<file path="config.mk">
export PLATFORM = sky130hd
export DESIGN_NAME = pcode_unit
export DESIGN_NICKNAME = d
export VERILOG_FILES = /design/src/rtl/pcode_pkg.sv /design/src/rtl/pcode_encoder.sv /design/src/rtl/pcode_checker.sv /design/src/rtl/pcode_unit.sv
export SDC_FILE = /design/constraint.sdc
export NUM_CORES = 1
export LEC_CHECK = 0
export BUFFER_PORTS_ARGS = -buffer_cell sky130_fd_sc_hd__buf_2
export CAP_MARGIN = 25
export CORE_MARGIN = 4
export CORE_UTILIZATION = 45
export CTS_BUF_LIST = sky130_fd_sc_hd__clkbuf_16
export DETAILED_ROUTE_END_ITERATION = 10
export GPL_ROUTABILITY_DRIVEN = 1
export PLACE_DENSITY = 0.8
export REMOVE_ABC_BUFFERS = 1
export SYNTH_ARGS = -nofsm -noshare
export SYNTH_HDL_FRONTEND = slang
export SYNTH_SLANG_ARGS = --single-unit
</file>
<file path="constraint.sdc">
create_clock -name clk -period 4.3 [get_ports clk]
set_input_delay 0.86 -clock clk [delete_from_list [all_inputs] [get_ports clk]]
set_output_delay 0.86 -clock clk [all_outputs]
set_load 0.02 [all_outputs]
</file>
<file path="src/rtl/pcode_pkg.sv">
`timescale 1ns/1ps
package pcode_pkg;
    // Default code shape: 16 data bits, degree-8 generator.
    localparam int DEF_M = 16;
    localparam int DEF_R = 8;
    // x^8 + x^2 + x + 1 : constant and leading terms set.
    localparam logic [DEF_R:0] DEF_GEN = 9'h107;

    // Status that travels alongside the registered datapath.
    typedef struct packed {
        logic valid;
        logic err;
    } stage_flags_t;
endpackage

</file>
<file path="src/rtl/pcode_encoder.sv">
`timescale 1ns/1ps
module pcode_encoder #(
    parameter int M = pcode_pkg::DEF_M,
    parameter int R = pcode_pkg::DEF_R,
    parameter logic [R:0] GEN = pcode_pkg::DEF_GEN,
    localparam int N = M + R
) (
    input  logic [M-1:0] op,
    output logic [N-1:0] code
);
    localparam logic [N-1:0] GEN_EXT = {{(N-R-1){1'b0}}, GEN};

    // Carry-less product: XOR of the generator shifted by each set operand bit.
    always_comb begin
        code = '0;
        for (int i = 0; i < M; i++) begin
            if (op[i]) code = code ^ (GEN_EXT << i);
        end
    end

    // The generator has unit end coefficients, so the codeword ends mirror the operand ends.
    always_comb begin
        p_ends_r2: assert (code[0] == op[0] && code[N-1] == op[M-1]);
    end
endmodule

</file>
<file path="src/rtl/pcode_checker.sv">
`timescale 1ns/1ps
module pcode_checker #(
    parameter int M = pcode_pkg::DEF_M,
    parameter int R = pcode_pkg::DEF_R,
    parameter logic [R:0] GEN = pcode_pkg::DEF_GEN,
    localparam int N = M + R
) (
    input  logic [N-1:0] word,
    output logic [M-1:0] quot,
    output logic [R-1:0] rem,
    output logic         err
);
    localparam logic [N-1:0] GEN_EXT = {{(N-R-1){1'b0}}, GEN};

    logic [N-1:0] work;

    // Unrolled long division, one quotient bit per step from the top down.
    always_comb begin
        work = word;
        quot = '0;
        for (int s = N - 1; s >= R; s--) begin
            if (work[s]) begin
                quot[s-R] = 1'b1;
                work = work ^ (GEN_EXT << (s - R));
            end
        end
        rem = work[R-1:0];
        err = |work[R-1:0];
    end

    // Division identity: word == quot*g XOR rem, with rebuild done by shifts of the quotient.
    logic [N-1:0] rebuilt;
    always_comb begin
        rebuilt = {{M{1'b0}}, rem};
        for (int j = 0; j <= R; j++) begin
            if (GEN[j]) rebuilt = rebuilt ^ ({{R{1'b0}}, quot} << j);
        end
        p_div_identity_r4: assert (rebuilt == word);
    end
endmodule

</file>
<file path="src/rtl/pcode_unit.sv">
`timescale 1ns/1ps
module pcode_unit #(
    parameter int M = pcode_pkg::DEF_M,
    parameter int R = pcode_pkg::DEF_R,
    parameter logic [R:0] GEN = pcode_pkg::DEF_GEN,
    localparam int N = M + R
) (
    input  logic         clk,
    input  logic         rst,
    input  logic         valid_in,
    input  logic [M-1:0] enc_in,
    input  logic [N-1:0] chk_in,
    output logic         valid_out,
    output logic [N-1:0] enc_out,
    output logic [M-1:0] dec_out,
    output logic         err_out
);
    import pcode_pkg::*;

    logic [N-1:0] code_c;
    logic [M-1:0] quot_c;
    logic [R-1:0] rem_c;
    logic         err_c;

    pcode_encoder #(.M(M), .R(R), .GEN(GEN)) u_enc (
        .op   (enc_in),
        .code (code_c)
    );

    pcode_checker #(.M(M), .R(R), .GEN(GEN)) u_chk (
        .word (chk_in),
        .quot (quot_c),
        .rem  (rem_c),
        .err  (err_c)
    );

    stage_flags_t flags_q;
    logic [N-1:0] code_q;
    logic [M-1:0] quot_q;

    always_ff @(posedge clk) begin
        if (rst) begin
            flags_q <= '0;
            code_q  <= '0;
            quot_q  <= '0;
        end else begin
            flags_q.valid <= valid_in;
            if (valid_in) begin
                flags_q.err <= err_c;
                code_q      <= code_c;
                quot_q      <= quot_c;
            end
        end
    end

    assign valid_out = flags_q.valid;
    assign enc_out   = code_q;
    assign dec_out   = quot_q;
    assign err_out   = flags_q.err;

    p_valid_rise_r8: assert property (@(posedge clk) disable iff (rst)
        valid_in |=> valid_out);
    p_valid_idle_r8: assert property (@(posedge clk) disable iff (rst)
        !valid_in |=> !valid_out);
    p_hold_r9: assert property (@(posedge clk) disable iff (rst)
        !valid_in |=> ($stable(enc_out) && $stable(dec_out) && $stable(err_out)));
endmodule

</file>
==> flow_summary.json <==
{
  "worstSetupPathType": "in2reg",
  "cts_tree": "done",
  "clk_pin_slew_ns": 0.06,
  "synth-seq-area-share": 0.385,
  "min_period_ns": 2.36,
  "numCtsBuffers": 5,
  "cts.sinks": 42,
  "cp-start-kind": "primary input",
  "power.leakage_uw": 0.00133,
  "die_w_um": 77.7,
  "yosysUniqueCellTypes": 23,
  "async_flop_share": 0,
  "htreeDepth": 2,
  "worst_ep_arrival_time_ns": 2.48,
  "portBuffers": 84,
  "antenna_cells": 0,
  "drt_iter0_drc": 42,
  "grt_pass1_vias": 1699,
  "root_buffer": "clkbuf_16",
  "cts_resized": 0,
  "num_vias": 1705,
  "synth_seq_cells": 42,
  "syn_inst": 215,
  "p_per_area_nw_per_um2": 404,
  "status": "finished clean",
  "fillCellCount": 416,
  "drc": 0,
  "path_max_fanout": 4,
  "synth_top_cell_by_area": "dfxtp_1",
  "clock_latency_ns": 0.27,
  "fp.dieH_um": 77.7,
  "grt_max_degree": 43,
  "hold_viol_final": 0,
  "design.die.area_um2": 6040,
  "cap_violations": 0,
  "ant_nets": 0,
  "dp_hpwl_um": 3910,
  "antenna_found_initial": 0,
  "yosys_warnings": 0,
  "cts_setup_buffers": 0,
  "setup_tns_ns": 0,
  "rsz0062_at_grt": "false",
  "end_kind": "register",
  "slew_headroom": 0.476,
  "grt_usage": 0.167,
  "ir_worst_vdd_mv": 0.230,
  "hold_path.class": "reg2reg",
  "slew_violations": 0,
  "vias_per_cell": 4.68,
  "firstDrtPassIters": 4,
  "synth_area_leaders": "dfxtp_1 (38%), xnor2_1 (22%), mux2i_1 (12%)",
  "fin_crit_sh": 0.548,
  "avgSynthCellArea_um2": 10.2,
  "io_pins": 85,
  "ctsHoldBuffers": 0,
  "nNetsFinal": 339,
  "grt.overflow.total": 0,
  "syn_to_final_growth_pct": 27.8,
  "final.setup.worst_slack_ns": 1.94,
  "wl_per_cell_um": 13.7,
  "routed_wl_um": 5000,
  "finClkSkew_ns": 0,
  "gp_congestion": 0.850,
  "mostFrequentLayoutCell": "buf_2",
  "grt_pass1_wl_um": 8070,
  "final_cell_mix": "buf_2 (84), xnor2_1 (54), nor2_1 (43)",
  "required_ns": 4.42,
  "fmax_ghz": 0.424,
  "coreArea_um2": 4720,
  "initial_core_util": 0.463,
  "netlist_area_um2": 2190,
  "synth_ff_type": "dfxtp_1",
  "finalSetupViolCount": 0,
  "tightestPinTransition_ns": 0.785,
  "num_rows": 25,
  "place_ws_ns": 1.64,
  "synth_edf_count": 0,
  "layout-drive-gt1-share": 0.316,
  "clk_path_buf_depth": 2,
  "synth_top_area_share": 0.385
}
-- sequential cells by signal (all words and copies together) (netlist names) --
signal     cells
dec_out       16
valid_out      1
err_out        1
enc_out       24
-- worst paths after layout --
kind	from	to	slack, ns	cells past startpoint
setup / recovery	chk_in[21]	err_out	1.94	7
hold / removal	enc_out[15]	enc_out[15]	0.48	2
hold reg to reg	enc_out[15]	enc_out[15]	0.48	2
setup reg to reg	enc_out[12]	enc_out[12]	3.57	2
-- power breakdown --
part	switching, uW	internal [uW]
combinational	181	161
clock	137	209
sequential	16.4	424
-- synthesized netlist by cell type, drive strengths merged (2+ instances only) --
cell and number:
xor3 2, a211oi 14, xnor2 56, dfxtp 42, a21oi 2, clkbuf 10, mux2i 27, xnor3 5
nor2 43, xor2 3
-- kinds of logic (layout without fill, tap and decap cells) --
kind of cell	after synthesis	count (layout)	synth area share
XOR/XNOR	66	66	0.317
AND/OR/NAND/NOR	49	49	0.0916
flip-flops	42	42	0.385
multiplexers	27	27	0.124
AO/OA/AOI/OAI	19	19	0.0624
buffers and inverters	12	94	0.0206
-- per-layer routing --
metal  vias to the layer above  routed length, um  track usage
met5                         -                  0            0
met2                        45               2500        0.273
met4                         0                 95       0.0641
li1                        876                  -            -
met3                        10                257       0.0452
met1                       774               2160        0.209
-- cell type report --
cell class / instances / area [um2] / area share
Sequential cell: 42 / 841 / 0.301
Timing Repair Buffer: 85 / 428 / 0.153
Multi-Input combinational cell: 161 / 1300 / 0.466
Clock inverter: 3 / 11.3 / 0.00403
Clock buffer: 5 / 125 / 0.0448
Inverter: 1 / 3.75 / 0.00134
Tap cell: 67 / 83.8 / 0.0300
-- worst max-delay path, cell delays in order --
cell and delay, ns:
buf_2 0.13, xnor2_2 0.30, xor3_1 0.43, xnor2_1 0.25, xnor2_1 0.18, mux2i_1 0.22, a311oi_1 0.10
-- per-stage QoR --
stage                     utilization  cell area (um2)  hold WS, ns  instances  total power (uW)
final                           0.591             2790        0.483        364              1130
after global routing            0.591             2790        0.504        364              1190
after CTS                       0.591             2790        0.487        364              1150
after detailed placement        0.562             2660        0.477        356               794
after global placement          0.562             2660        0.469        356               786
after floorplan                     -             2140        0.549        204               684
No activity file was read; power rests on OpenSTA's default activity.
